[src/rtl/gpio_pkg.sv]
package gpio_pkg;
  localparam int BANK_BITS = 32;
  localparam int REG_SEL_W = 3;

  typedef enum logic [REG_SEL_W-1:0] {
    RG_OPEN_DRAIN = 3'd0,
    RG_DATA       = 3'd1,
    RG_DIR        = 3'd2,
    RG_POLARITY   = 3'd3,
    RG_ANY_EDGE   = 3'd4,
    RG_MASK       = 3'd5,
    RG_LEVEL      = 3'd6,
    RG_STATUS     = 3'd7
  } reg_idx_e;

  function automatic logic [BANK_BITS-1:0] width_mask(input int unsigned w);
    if (w >= BANK_BITS) return '1;
    return (32'h1 << w) - 32'h1;
  endfunction
endpackage

[src/rtl/gpio_sync2.sv]
module gpio_sync2 #(
  parameter int W = 32
) (
  input  logic         clk,
  input  logic         rst_n,
  input  logic [W-1:0] d,
  output logic [W-1:0] q
);
  logic [W-1:0] stage1_q;
  logic [W-1:0] stage2_q;

  always_ff @(posedge clk or negedge rst_n) begin
    if (!rst_n) begin
      stage1_q <= '0;
      stage2_q <= '0;
    end else begin
      stage1_q <= d;
      stage2_q <= stage1_q;
    end
  end

  assign q = stage2_q;
endmodule

[src/rtl/gpio_trigger.sv]
module gpio_trigger #(
  parameter int W = 32
) (
  input  logic         clk,
  input  logic         rst_n,
  input  logic [W-1:0] sampled,
  input  logic [W-1:0] valid,
  input  logic [W-1:0] level_sel,
  input  logic [W-1:0] polarity,
  input  logic [W-1:0] any_edge,
  output logic [W-1:0] evt
);
  logic [W-1:0] prev_q;
  logic [W-1:0] rise;
  logic [W-1:0] fall;
  logic [W-1:0] evt_raw;

  always_ff @(posedge clk or negedge rst_n) begin
    if (!rst_n) prev_q <= '0;
    else        prev_q <= sampled;
  end

  assign rise = sampled & ~prev_q;
  assign fall = ~sampled & prev_q;

  for (genvar i = 0; i < W; i++) begin : g_pin
    always_comb begin
      if (level_sel[i])     evt_raw[i] = polarity[i] ? sampled[i] : ~sampled[i];
      else if (any_edge[i]) evt_raw[i] = rise[i] | fall[i];
      else                  evt_raw[i] = polarity[i] ? rise[i] : fall[i];
    end
  end

  assign evt = evt_raw & valid;
endmodule

[src/rtl/gpio_bank.sv]
module gpio_bank
  import gpio_pkg::*;
#(
  parameter int WIDTH = 32
) (
  input  logic                 clk,
  input  logic                 rst_n,
  input  logic                 wr_en,
  input  logic [REG_SEL_W-1:0] wr_sel,
  input  logic [BANK_BITS-1:0] wdata,
  input  logic [REG_SEL_W-1:0] rd_sel,
  output logic [BANK_BITS-1:0] rd_word,
  input  logic [BANK_BITS-1:0] pad_in,
  output logic [BANK_BITS-1:0] pad_out,
  output logic [BANK_BITS-1:0] pad_oe,
  output logic                 bank_irq,
  output logic [BANK_BITS-1:0] stat_o,
  output logic [BANK_BITS-1:0] mask_o,
  output logic [BANK_BITS-1:0] evt_o,
  output logic [BANK_BITS-1:0] oden_o
);
  localparam logic [BANK_BITS-1:0] VALID = width_mask(WIDTH);

  logic [BANK_BITS-1:0] oden_q, data_q, dir_q, pol_q, any_q, mask_q, lvl_q, stat_q;
  logic [BANK_BITS-1:0] oden_d, data_d, dir_d, pol_d, any_d, mask_d, lvl_d, stat_d;
  logic [BANK_BITS-1:0] wmask;
  logic [BANK_BITS-1:0] pad_sync;
  logic [BANK_BITS-1:0] evt;

  gpio_sync2 #(.W(BANK_BITS)) sync_i (
    .clk (clk),
    .rst_n (rst_n),
    .d   (pad_in & VALID),
    .q   (pad_sync)
  );

  gpio_trigger #(.W(BANK_BITS)) trig_i (
    .clk       (clk),
    .rst_n     (rst_n),
    .sampled   (pad_sync),
    .valid     (VALID),
    .level_sel (lvl_q),
    .polarity  (pol_q),
    .any_edge  (any_q),
    .evt       (evt)
  );

  assign wmask = wdata & VALID;

  always_comb begin
    oden_d = oden_q;
    data_d = data_q;
    dir_d  = dir_q;
    pol_d  = pol_q;
    any_d  = any_q;
    mask_d = mask_q;
    lvl_d  = lvl_q;
    stat_d = stat_q;
    if (wr_en) begin
      unique case (reg_idx_e'(wr_sel))
        RG_OPEN_DRAIN: oden_d = wmask;
        RG_DATA:       data_d = wmask;
        RG_DIR:        dir_d  = wmask;
        RG_POLARITY:   pol_d  = wmask;
        RG_ANY_EDGE:   any_d  = wmask;
        RG_MASK:       mask_d = wmask;
        RG_LEVEL:      lvl_d  = wmask;
        RG_STATUS:     stat_d = stat_q & ~wmask;
        default:       ;
      endcase
    end
    stat_d = stat_d | evt;
  end

  always_ff @(posedge clk or negedge rst_n) begin
    if (!rst_n) begin
      oden_q <= '0;
      data_q <= '0;
      dir_q  <= '0;
      pol_q  <= '0;
      any_q  <= '0;
      mask_q <= '0;
      lvl_q  <= '0;
      stat_q <= '0;
    end else begin
      oden_q <= oden_d;
      data_q <= data_d;
      dir_q  <= dir_d;
      pol_q  <= pol_d;
      any_q  <= any_d;
      mask_q <= mask_d;
      lvl_q  <= lvl_d;
      stat_q <= stat_d;
    end
  end

  always_comb begin
    unique case (reg_idx_e'(rd_sel))
      RG_OPEN_DRAIN: rd_word = oden_q;
      RG_DATA:       rd_word = (dir_q & pad_sync) | (~dir_q & data_q);
      RG_DIR:        rd_word = dir_q;
      RG_POLARITY:   rd_word = pol_q;
      RG_ANY_EDGE:   rd_word = any_q;
      RG_MASK:       rd_word = mask_q;
      RG_LEVEL:      rd_word = lvl_q;
      RG_STATUS:     rd_word = stat_q;
      default:       rd_word = '0;
    endcase
  end

  assign pad_oe   = VALID & ~dir_q & ~(oden_q & data_q);
  assign pad_out  = VALID & data_q & ~oden_q;
  assign bank_irq = |(stat_q & mask_q);
  assign stat_o   = stat_q;
  assign mask_o   = mask_q;
  assign evt_o    = evt;
  assign oden_o   = oden_q;
endmodule

[src/rtl/gpio_multibank.sv]
module gpio_multibank
  import gpio_pkg::*;
#(
  parameter int NUM_BANKS = 3,
  parameter int ADDR_W    = 8,
  parameter logic [NUM_BANKS*6-1:0] BANK_WIDTHS = {6'd12, 6'd0, 6'd32},
  localparam int PINS     = NUM_BANKS * BANK_BITS,
  localparam int BIDX_W   = ADDR_W - REG_SEL_W
) (
  input  logic              clk,
  input  logic              rst_n,
  input  logic              bus_sel,
  input  logic              bus_we,
  input  logic [ADDR_W-1:0] bus_addr,
  input  logic [31:0]       bus_wdata,
  output logic [31:0]       bus_rdata,
  input  logic [PINS-1:0]   pin_in,
  output logic [PINS-1:0]   pin_out,
  output logic [PINS-1:0]   pin_oe,
  output logic              irq
);
  logic [BIDX_W-1:0]    bank_idx;
  logic [REG_SEL_W-1:0] reg_sel;
  logic                 in_range;
  logic                 rd_en;
  logic [31:0]          rdata_d;
  logic [31:0]          rdata_q;
  logic [31:0]          rd_words [NUM_BANKS];
  logic [NUM_BANKS-1:0] bank_irq;
  logic [PINS-1:0]      stat_all, mask_all, evt_all, oden_all;

  assign bank_idx = bus_addr[ADDR_W-1:REG_SEL_W];
  assign reg_sel  = bus_addr[REG_SEL_W-1:0];
  assign in_range = ({1'b0, bank_idx} < (BIDX_W+1)'(NUM_BANKS));
  assign rd_en    = bus_sel & ~bus_we;

  for (genvar b = 0; b < NUM_BANKS; b++) begin : g_bank
    localparam int BW = int'(BANK_WIDTHS[b*6 +: 6]);
    logic wr_en;
    assign wr_en = bus_sel & bus_we & in_range & (bank_idx == BIDX_W'(b));

    gpio_bank #(.WIDTH(BW)) bank_i (
      .clk      (clk),
      .rst_n    (rst_n),
      .wr_en    (wr_en),
      .wr_sel   (reg_sel),
      .wdata    (bus_wdata),
      .rd_sel   (reg_sel),
      .rd_word  (rd_words[b]),
      .pad_in   (pin_in[b*BANK_BITS +: BANK_BITS]),
      .pad_out  (pin_out[b*BANK_BITS +: BANK_BITS]),
      .pad_oe   (pin_oe[b*BANK_BITS +: BANK_BITS]),
      .bank_irq (bank_irq[b]),
      .stat_o   (stat_all[b*BANK_BITS +: BANK_BITS]),
      .mask_o   (mask_all[b*BANK_BITS +: BANK_BITS]),
      .evt_o    (evt_all[b*BANK_BITS +: BANK_BITS]),
      .oden_o   (oden_all[b*BANK_BITS +: BANK_BITS])
    );
  end

  always_comb begin
    rdata_d = '0;
    for (int b = 0; b < NUM_BANKS; b++) begin
      if (in_range && bank_idx == BIDX_W'(b)) rdata_d = rd_words[b];
    end
  end

  always_ff @(posedge clk or negedge rst_n) begin
    if (!rst_n)     rdata_q <= '0;
    else if (rd_en) rdata_q <= rdata_d;
  end

  assign bus_rdata = rdata_q;
  assign irq       = |bank_irq;
endmodule

[config.mk]
export PLATFORM = sky130hd
export DESIGN_NAME = gpio_multibank
export DESIGN_NICKNAME = d
export VERILOG_FILES = /design/src/rtl/gpio_pkg.sv /design/src/rtl/gpio_sync2.sv /design/src/rtl/gpio_trigger.sv /design/src/rtl/gpio_bank.sv /design/src/rtl/gpio_multibank.sv
export SDC_FILE = /design/constraint.sdc
export NUM_CORES = 1
export LEC_CHECK = 0
export BUFFER_PORTS_ARGS = -buffer_cell sky130_fd_sc_hd__buf_2
export CAP_MARGIN = 40
export CELL_PAD_IN_SITES_DETAIL_PLACEMENT = 1
export CELL_PAD_IN_SITES_GLOBAL_PLACEMENT = 2
export CORE_MARGIN = 3
export CORE_UTILIZATION = 42
export CTS_CLUSTER_DIAMETER = 50
export DETAILED_ROUTE_END_ITERATION = 8
export MAX_ROUTING_LAYER = met4
export PLACE_DENSITY_LB_ADDON = 0.1
export SLEW_MARGIN = 10
export SYNTH_ARGS = -nofsm -noshare
export SYNTH_HDL_FRONTEND = slang
export SYNTH_SLANG_ARGS = --single-unit
export TNS_END_PERCENT = 20
[constraint.sdc]
create_clock -name clk -period 3.35 [get_ports clk]
set_clock_uncertainty 0.2 [all_clocks]
set_input_delay 0.67 -clock clk [delete_from_list [all_inputs] [get_ports clk]]
set_output_delay 0.67 -clock clk [all_outputs]
set_load 0.01 [all_outputs]
### Word level (Yosys, flattened, before mapping)

Cells that the tools add are included.

* bits in registers: 536
* latch bits: 0
* memory bits (writable): 0
* ROM bits: 0
* input bits: 140
* memories: 0

* add/sub/neg operators: 0
* $mul: 0
* divide/modulo/power cells: 0
* $lt $le $gt $ge: 1
* equality and inequality tests: 9
* shift-type cells: 0
* multiplexer cells: 186
* bitwise logic cells: 128
* reductions and logical operators: 21

Operator list (count)
* $pmux 32 s8: 2
* $and 32x32->32: 10
* $mux 32: 8
* $not 32->32: 7
* $mux 1: 176
* $not 12->32: 3
* $or 32x32->32: 3
* $and 12x32->32: 2
* $and 32x12->32: 2
* $reduce_or 64->1: 1
* $and 12x12->12: 4
* $not 1->1: 45
* $or 1x1->1: 44
* $or 32x12->32: 1
* $reduce_and 2->1: 14
* $not 12->12: 2
* $eq 3x3->1 const B: 4
* $reduce_or 8->1: 1
* $eq 3x2->1 const B: 2
* $and 1x1->1: 5
* $eq 5x1->1 const B: 1
* $eq 5x2->1 const B: 1
* $logic_not 5->1: 1
* $lt 5x2->1 const B: 1
* other kinds (3): 5

### Depth between registers and ports, before layout

Gate-level depths: netlist (run 1).

* depth after elaboration: 7
* mapped depth: 9

### Hierarchy

Synthesis (run 1) repeated with hierarchy kept, for this count alone.

* cell total of the unflattened synthesis: 3318
* area, all modules: 37164.4 um^2

Modules (own cells, without submodules)
* gpio_bank (g_bank[0].bank_i): instances 1, cells an instance 1063, area an instance 12253.0 um^2
* gpio_trigger: instances 3, cells an instance 352, area an instance 3163.0 um^2
* gpio_bank (g_bank[2].bank_i): instances 1, cells an instance 542, area an instance 6120.9 um^2
* gpio_sync2: instances 3, cells an instance 64, area an instance 1601.5 um^2
* gpio_bank (g_bank[1].bank_i): instances 1, cells an instance 235, area an instance 2298.5 um^2
* gpio_multibank: instances 1, cells an instance 230, area an instance 2198.4 um^2

### Worst setup path before layout (run 1)

OpenSTA, ideal clock, no wires.

* path type: in2reg
* from: input port bus_addr[5]
* to: register g_bank[0].bank_i.any_q[10]
* library setup time: 0.128 ns
* arrival time: 2.191 ns
* required time: 3.022 ns
* path slack: 0.832 ns
* cell stages on the path: 7
* cells stage by stage: or4_4 > nor2_4 > buf_6 > and3_1 > buf_4 > buf_6 > mux2_1

* word-level cells in the longest chain between the ends: 4

RTL lines
* start: declaration: line gpio_multibank.sv:14 `input logic [ADDR_W-1:0] bus_addr,`
* $lt 5x2->1: line gpio_multibank.sv:34 `assign in_range = ({1'b0, bank_idx} < (BIDX_W+1)'(NUM_BANKS));`
* $and 1x1->1: line gpio_multibank.sv:40 `assign wr_en = bus_sel & bus_we & in_range & (bank_idx == BIDX_W'(b));`
* $and 1x1->1 (*): line gpio_multibank.sv:40
* $reduce_and 2->1 (no source line) (*)
* end signal: assignment: line gpio_bank.sv:90 `any_q <= any_d;`
* end: declaration: line gpio_bank.sv:24 `logic [BANK_BITS-1:0] oden_q, data_q, dir_q, pol_q, any_q, mask_q, lvl_q, stat_q;`

Mark *: on every way between the ends. The rest lies on a longest branch, timed or not.
A chain may end at the register's enable or synchronous reset.

### Worst setup path after layout (run 1)

* from: register g_bank[0].bank_i.mask_q[26]
* to: output port irq

* word-level cells in the longest chain between the ends: 2

RTL lines
* start: declaration: line gpio_bank.sv:24
* start signal: assignment: line gpio_bank.sv:91 `mask_q <= mask_d;`
* $and 32x32->32: line gpio_bank.sv:113 `assign bank_irq = |(stat_q & mask_q);`
* $reduce_or 64->1: line gpio_multibank.sv:74 `assign irq = |bank_irq;`
* end: declaration: line gpio_multibank.sv:20 `output logic irq`

Every way passes these cells.

==> impl_metrics.yaml, run 1 <==
synth:
  syn_avg_cell_area_um2: 12.1
  synth_edf_count: 0
  synthArstFlopShare_pct: 100
  yosysWarnings: 0
  yosysSeqAreaShare_pct: 51.0
  synth-compound-area-share_pct: 12.7
  synth_xor_area_share_pct: 1.52
  synth_ff_type: "dfrtp_1"
  synthCells: 2094
  ys_types: 57
  synthMuxAreaShare_pct: 17.3
  ys_seq_elements: 516
  synth_adder_area_share_pct: 4.35
  yosys.area_share.simple_pct: 6.18
  synth_top_family_by_area: "multiplexers"
  syn-cell-area_mm2: 0.0253
placed_design:
  portBuffers: 208
  gp_congestion: 0.851
  dpl.hpwl_um: 55000
power:
  leakagePower_nw: 14.3
  powerDensity_mw_per_mm2: 506
  ir_drop_v: 0.000291
floorplan:
  row_count: 89
  dieArea_mm2: 0.0632
  fp.dieW_um: 251
  ios: 365
  fp.dieH_um: 251
  start_util_pct: 42.6
  coreArea_mm2: 0.0594
routing:
  avgViaCountPerCell: 5.58
  drt_iter0_markers: 1012
  drt_wl_total_um: 81400
  routedWlPerCell_um: 25.3
  ant_nets: 0
  vias: 18000
  drc: 0
  firstDrtPassIters: 5
global_route:
  grt_use_total_pct: 26.5
  grt_max_degree: 96
  grt.overflow.total: 0
  grt_pass1_wl_um: 123000
  grt_pass1_vias: 19400
  met3_usage_pct: 4.81
  grt_use_met1_pct: 34.4
  busiest_layer: "met2"
  grt_util_met2_pct: 42.8
  antenna_found_initial: 2
finish:
  n_fill_cell: 6186
  drive_gt1_share_pct: 29.5
  post-route-util_pct: 50.7
  area_delta_synth_final_pct: 18.9
  nNetsFinal: 2624
worst_setup_path:
  crit_path_end_kind: "primary output"
  critPathKind: "register to primary output"
  crit_arrival_ns: 2.35
  cp.required_ns: 2.48
  worst_setup_path_start_kind: "register"
  worst-path-max-fanout: 3
hold_path:
  hold_path.class: "register to register"
cts:
  cts_tree: "built"
  htree_levels: 3
  path_clk_slew_ns: 0.06
  cts_made_buffers: 68
  cts_root_buf: "clkbuf_16"
  cts_sinks: 516
  cts_setup_buffers: 0
  clock_latency_ns: 0.60
  clockBufferDepth: 3
sta:
  worst_slew_margin_rel_pct: 47.2
  setup_viol: 0
  rsz0062_at_grt: "false"
  max_freq_mhz: 310
  tns_ns: 0
  slew_viol_final: 0
  min_period_ns: 3.22
  worstMarginPinSlew_ns: 0.787
  hold_viol_final: 0
  period_share_pct: 96.2
outcome:
  status: "complete, no violations"
run:
  max_cap_viol_count: 0
worst paths after layout:
check / from / endpoint / slack [ns] / cells after the start
min: g_bank[2].bank_i.sync_i.stage1_q[5]$_DFF_PN0_ / g_bank[2].bank_i.sync_i.q[5]$_DFF_PN0_ / 0.14 / 0
min in group asynchronous: rst_n / bus_rdata[23]$_DFFE_PN0P_ / 0.36 / 2
max in group asynchronous: rst_n / bus_rdata[20]$_DFFE_PN0P_ / 1.62 / 4
min reg2reg: g_bank[2].bank_i.sync_i.stage1_q[5]$_DFF_PN0_ / g_bank[2].bank_i.sync_i.q[5]$_DFF_PN0_ / 0.14 / 0
max reg2reg: g_bank[0].bank_i.dir_q[25]$_DFFE_PN0P_ / bus_rdata[25]$_DFFE_PN0P_ / 1.34 / 5
max: g_bank[0].bank_i.mask_o[26]$_DFFE_PN0P_ / irq / 0.13 / 4
kinds of logic after synthesis:
| family | Yosys count |
|---|---|
| AO/OA/AOI/OAI | 443 |
| flip-flops | 516 |
| AND/OR/NAND/NOR | 302 |
| XOR/XNOR | 44 |
| adder cells (fa/ha/maj) | 88 |
| other | 1 |
| buffers and inverters | 307 |
| multiplexers | 393 |
through the flow:
stage	setup WS [ns]	instance area [µm²]	cells	hold slack (ns)	power (mW)
final	0.126	30100	3221	0.144	15.2
after floorplan	0.832	25700	2197	0.131	7.36
after global placement	0.270	27300	3054	0.133	7.86
after CTS	0.0606	30100	3219	0.147	15.4
after detailed placement	0.244	27300	3054	0.136	7.90
after global routing	0.0127	30100	3220	0.152	15.8
layout make-up:
| class | instances | area [µm²] | share of cell area (%) |
|---|---|---|---|
| multi-input cells | 1374 | 11100 | 36.8 |
| diodes | 2 | 5.00 | 0.0166 |
| repair buffers | 340 | 2470 | 8.20 |
| inverters | 96 | 360 | 1.20 |
| clock buffers | 91 | 1970 | 6.56 |
| flip-flops and latches | 516 | 12900 | 42.9 |
| clock inverters | 29 | 323 | 1.07 |
| well taps | 773 | 967 | 3.22 |
where the power goes:
part           switching (mW)  internal [mW]  total, mW
Combinational           0.735          0.471       1.21
Sequential              0.204           6.42       6.63
Clock                    2.85           4.54       7.39
per-layer routing:
layer / vias to the layer above / wire, µm
li1: 8008 / -
met1: 9378 / 36200
met2: 427 / 39100
met3: 145 / 3750
met4: 0 / 2310
met5: - / 0
worst max-delay path, stage by stage (launching register included):
cell and delay [ns]:
dfrtp_1 0.47, a22o_1 0.30, a221oi_1 0.43, nand4_1 0.32
buf_2 0.24
timing repair:
| item | in CTS | in global routing |
|---|---|---|
| endpoints found under the hold margin | 76 | 0 |
| hold buffers | 45 | 0 |
| endpoints found under the setup margin | 1 | 1 |
| gates resized for setup | 2 | 3 |
| pin swaps | 0 | 1 |
cell usage in the layout, fill, tap and decap left out, drive strengths merged, types with 3 or more instances in the layout:
cell / count
xnor2: 44
a22oi: 34
or3: 4
o221ai: 21
o21ai: 68
nand2b: 9
a222oi: 3
and3: 4
nand3: 9
nand2: 113
inv: 100
clkinv: 15
o22ai: 5
mux2: 330
o211ai: 15
a211oi: 92
nor2b: 100
clkbuf: 91
dlygate4sd3: 45
conb: 104
o2111ai: 3
o2bb2ai: 12
a21oi: 71
a22o: 13
a2111o: 3
nor3: 11
a31oi: 12
bufinv: 5
dfrtp: 516
nor2: 33
and2: 4
a221oi: 32
mux2i: 61
a32oi: 4
clkinvlp: 5
a221o: 50
ha: 88
nand4: 7
buf: 295
Yosys cell counts, types with 21 or more instances:
cell type / number / area share (%)
buf_2: 32 / 0.63
nand2_1: 112 / 1.7
ha_1: 88 / 4.4
mux2_1: 41 / 1.8
a21oi_1: 71 / 1.4
mux2_2: 289 / 13
nor2b_1: 100 / 2.5
mux2i_1: 61 / 2.4
dfrtp_1: 516 / 51
buf_4: 117 / 3.5
xnor2_1: 44 / 1.5
a221o_1: 50 / 2.0
a221oi_1: 32 / 1.1
clkbuf_1: 40 / 0.59
inv_1: 93 / 1.4
a211oi_1: 92 / 2.7
o221ai_1: 21 / 0.73
nor2_1: 30 / 0.45
o21ai_0: 68 / 1.3
a22oi_1: 34 / 1.0
No activity file was read; power rests on OpenSTA's default activity.
==> run 2: changes to the inputs <==
--- a/config.mk
+++ b/config.mk
@@ -8,9 +8,9 @@
 export BUFFER_PORTS_ARGS = -buffer_cell sky130_fd_sc_hd__buf_2
 export CAP_MARGIN = 40
 export CELL_PAD_IN_SITES_DETAIL_PLACEMENT = 1
-export CELL_PAD_IN_SITES_GLOBAL_PLACEMENT = 2
+export CELL_PAD_IN_SITES_GLOBAL_PLACEMENT = 1
 export CORE_MARGIN = 3
-export CORE_UTILIZATION = 42
+export CORE_UTILIZATION = 46
 export CTS_CLUSTER_DIAMETER = 50
 export DETAILED_ROUTE_END_ITERATION = 8
 export MAX_ROUTING_LAYER = met4
@@ -19,4 +19,4 @@
 export SYNTH_ARGS = -nofsm -noshare
 export SYNTH_HDL_FRONTEND = slang
 export SYNTH_SLANG_ARGS = --single-unit
-export TNS_END_PERCENT = 20
+export TNS_END_PERCENT = 1
==> constraint.sdc (replaced) <==
create_clock -name clk -period 3.5 [get_ports clk]
set_clock_uncertainty 0.2 [all_clocks]
set_input_delay 0.7 -clock clk [delete_from_list [all_inputs] [get_ports clk]]
set_output_delay 0.7 -clock clk [all_outputs]
set_load 0.01 [all_outputs]
==> impl_metrics.yaml, run 2 (synthesis gave the netlist of run 1 again) <==
outcome:
  status: "complete, no violations"
global_route:
  antenna_found_initial: 2
  grt_pass1_wl_um: 123000
  grt_max_degree: 84
  grt.overflow.total: 0
  grt_pass1_vias: 19800
  grt_use_total_pct: 29.0
worst_setup_path:
  critPathKind: "register to primary output"
  max_stage_delay_ns: 0.44
  worst_setup_path_start_kind: "register"
  worst-path-max-fanout: 3
  crit_path_end_kind: "primary output"
  critPathMostFrequentCell: "nand4_1"
  cpMaxStageDelayCell: "dfrtp_1"
  r2r_cells: 5
  crit_arrival_ns: 2.46
  cp_cell_sequence: "a22oi_1 > nand4_1 > nor4_1 > nand4_1 > buf_2"
  cp.required_ns: 2.60
placed_design:
  gp_congestion: 0.855
  dpl.hpwl_um: 55500
  dp_cells: 2981
  portBuffers: 208
routing:
  routedWlPerCell_um: 25.7
  drc: 0
  drt_iter0_markers: 1141
  ant_nets: 0
  vias: 18300
  firstDrtPassIters: 5
  drt_wl_total_um: 81100
  avgViaCountPerCell: 5.81
finish:
  drive_gt1_share_pct: 29.5
  seqCellArea_mm2: 0.0129
  n_fill_cell: 5584
  layout_common_cells: "516 x dfrtp_1, 289 x mux2_2, 207 x buf_2"
  layout_commonest_cell: "dfrtp_1"
  nNetsFinal: 2626
  area_delta_synth_final_pct: 18.2
  multi_input_area_mm2: 0.0111
  post-route-util_pct: 55.2
  instances_no_fill: 3151
floorplan:
  dieArea_mm2: 0.0578
  fp.dieH_um: 241
  row_count: 85
  start_util_pct: 46.7
  ios: 365
  fp.dieW_um: 241
  coreArea_mm2: 0.0541
cts:
  cts_made_buffers: 69
  cts_tree: "built"
  htree_levels: 3
  clock_latency_ns: 0.61
  path_clk_slew_ns: 0.06
  cts_setup_buffers: 0
  clockBufferDepth: 3
  cts_sinks: 516
  cts_root_buf: "clkbuf_16"
sta:
  hold_viol_final: 0
  min_period_ns: 3.36
  tns_ns: 0
  worst_slew_margin_rel_pct: 45.5
  max_freq_mhz: 297
  period_share_pct: 96.1
  fin_hold_ws_ns: 0.0352
  worstMarginPinSlew_ns: 0.810
  rsz0062_at_grt: "false"
  setup_viol: 0
  slew_viol_final: 0
power:
  ir_drop_v: 0.000405
  powerDensity_mw_per_mm2: 489
  leakagePower_nw: 14.2
hold_path:
  hold_path.class: "input pin to register"
  min_path_cells: 1
run:
  max_cap_viol_count: 0
[run 2: changes by cell type in the layout (fill, tap and decap cells not counted), sizes merged]
cell	previous run	this run
clkinvlp	5	7
dlygate4sd3	45	42
clkbuf	91	93
buf	295	299
inv	100	102
[run 2: critical path: cells and delay by family, from the launching register on]
family | cells | cell delay (ns)
simple gates | 3 | 0.79
flops | 1 | 0.44
compound gates | 1 | 0.39
buf+inv | 1 | 0.25
[run 2: layout make-up]
cell class                      count  share of cell area [%]
Antenna cell                        2                  0.0167
Multi-Input combinational cell   1374                    37.0
Timing Repair Buffer              341                    7.92
Tap cell                          696                    2.91
Clock buffer                       93                    6.59
Sequential cell                   516                    43.2
Clock inverter                     33                    1.18
Inverter                           96                    1.21
[run 2: through the flow]
| stage | setup WS, ns | power, mW | area, µm² |
|---|---|---|---|
| 6_report | 0.138 | 14.6 | 29900 |
| 5_1_grt | 0.0618 | 15.2 | 29900 |
| 4_1_cts | 0.137 | 14.8 | 29900 |
| 3_5_place_dp | 0.347 | 7.55 | 27100 |
| 3_3_place_gp | 0.254 | 7.50 | 27100 |
| 2_1_floorplan | 0.952 | 7.05 | 25700 |
[run 2: report_power, final]
part / leakage [nW] / switching, mW / total, mW / internal (mW)
Sequential: 6.63 / 0.196 / 6.35 / 6.15
Combinational: 6.49 / 0.709 / 1.15 / 0.445
Clock: 1.13 / 2.77 / 7.13 / 4.36
Total: 14.2 / 3.67 / 14.6 / 11.0
[run 2: final timing paths]
path / startpoint / endpoint / slack, ns
max in group asynchronous: rst_n / g_bank[2].bank_i.dir_q[2]$_DFFE_PN0P_ / 1.69
min: pin_in[10] / g_bank[0].bank_i.sync_i.stage1_q[10]$_DFF_PN0_ / 0.04
min in group asynchronous: rst_n / g_bank[0].bank_i.oden_o[27]$_DFFE_PN0P_ / 0.49
max reg2reg: g_bank[0].bank_i.sync_i.q[25]$_DFF_PN0_ / bus_rdata[25]$_DFFE_PN0P_ / 1.52
max: g_bank[0].bank_i.stat_o[23]$_DFF_PN0_ / irq / 0.14
min reg2reg: g_bank[2].bank_i.sync_i.stage1_q[5]$_DFF_PN0_ / g_bank[2].bank_i.sync_i.q[5]$_DFF_PN0_ / 0.14
[run 2: routing by layer]
| metal | share of wire (%) | vias to the layer above | GRT usage, % |
|---|---|---|---|
| met3 | 5.6 | 179 | 6.03 |
| met2 | 49 | 512 | 46.7 |
| met5 | 0 | - | - |
| met4 | 3.7 | 0 | 10.6 |
| met1 | 42 | 9594 | 36.4 |
| li1 | - | 8016 | - |
[run 2: what timing repair did]
item / CTS / global route
hold endpoints to repair: 95 / 0
setup endpoints to repair: 0 / 1
hold buffers: 42 / 0
resized for setup: 0 / 2
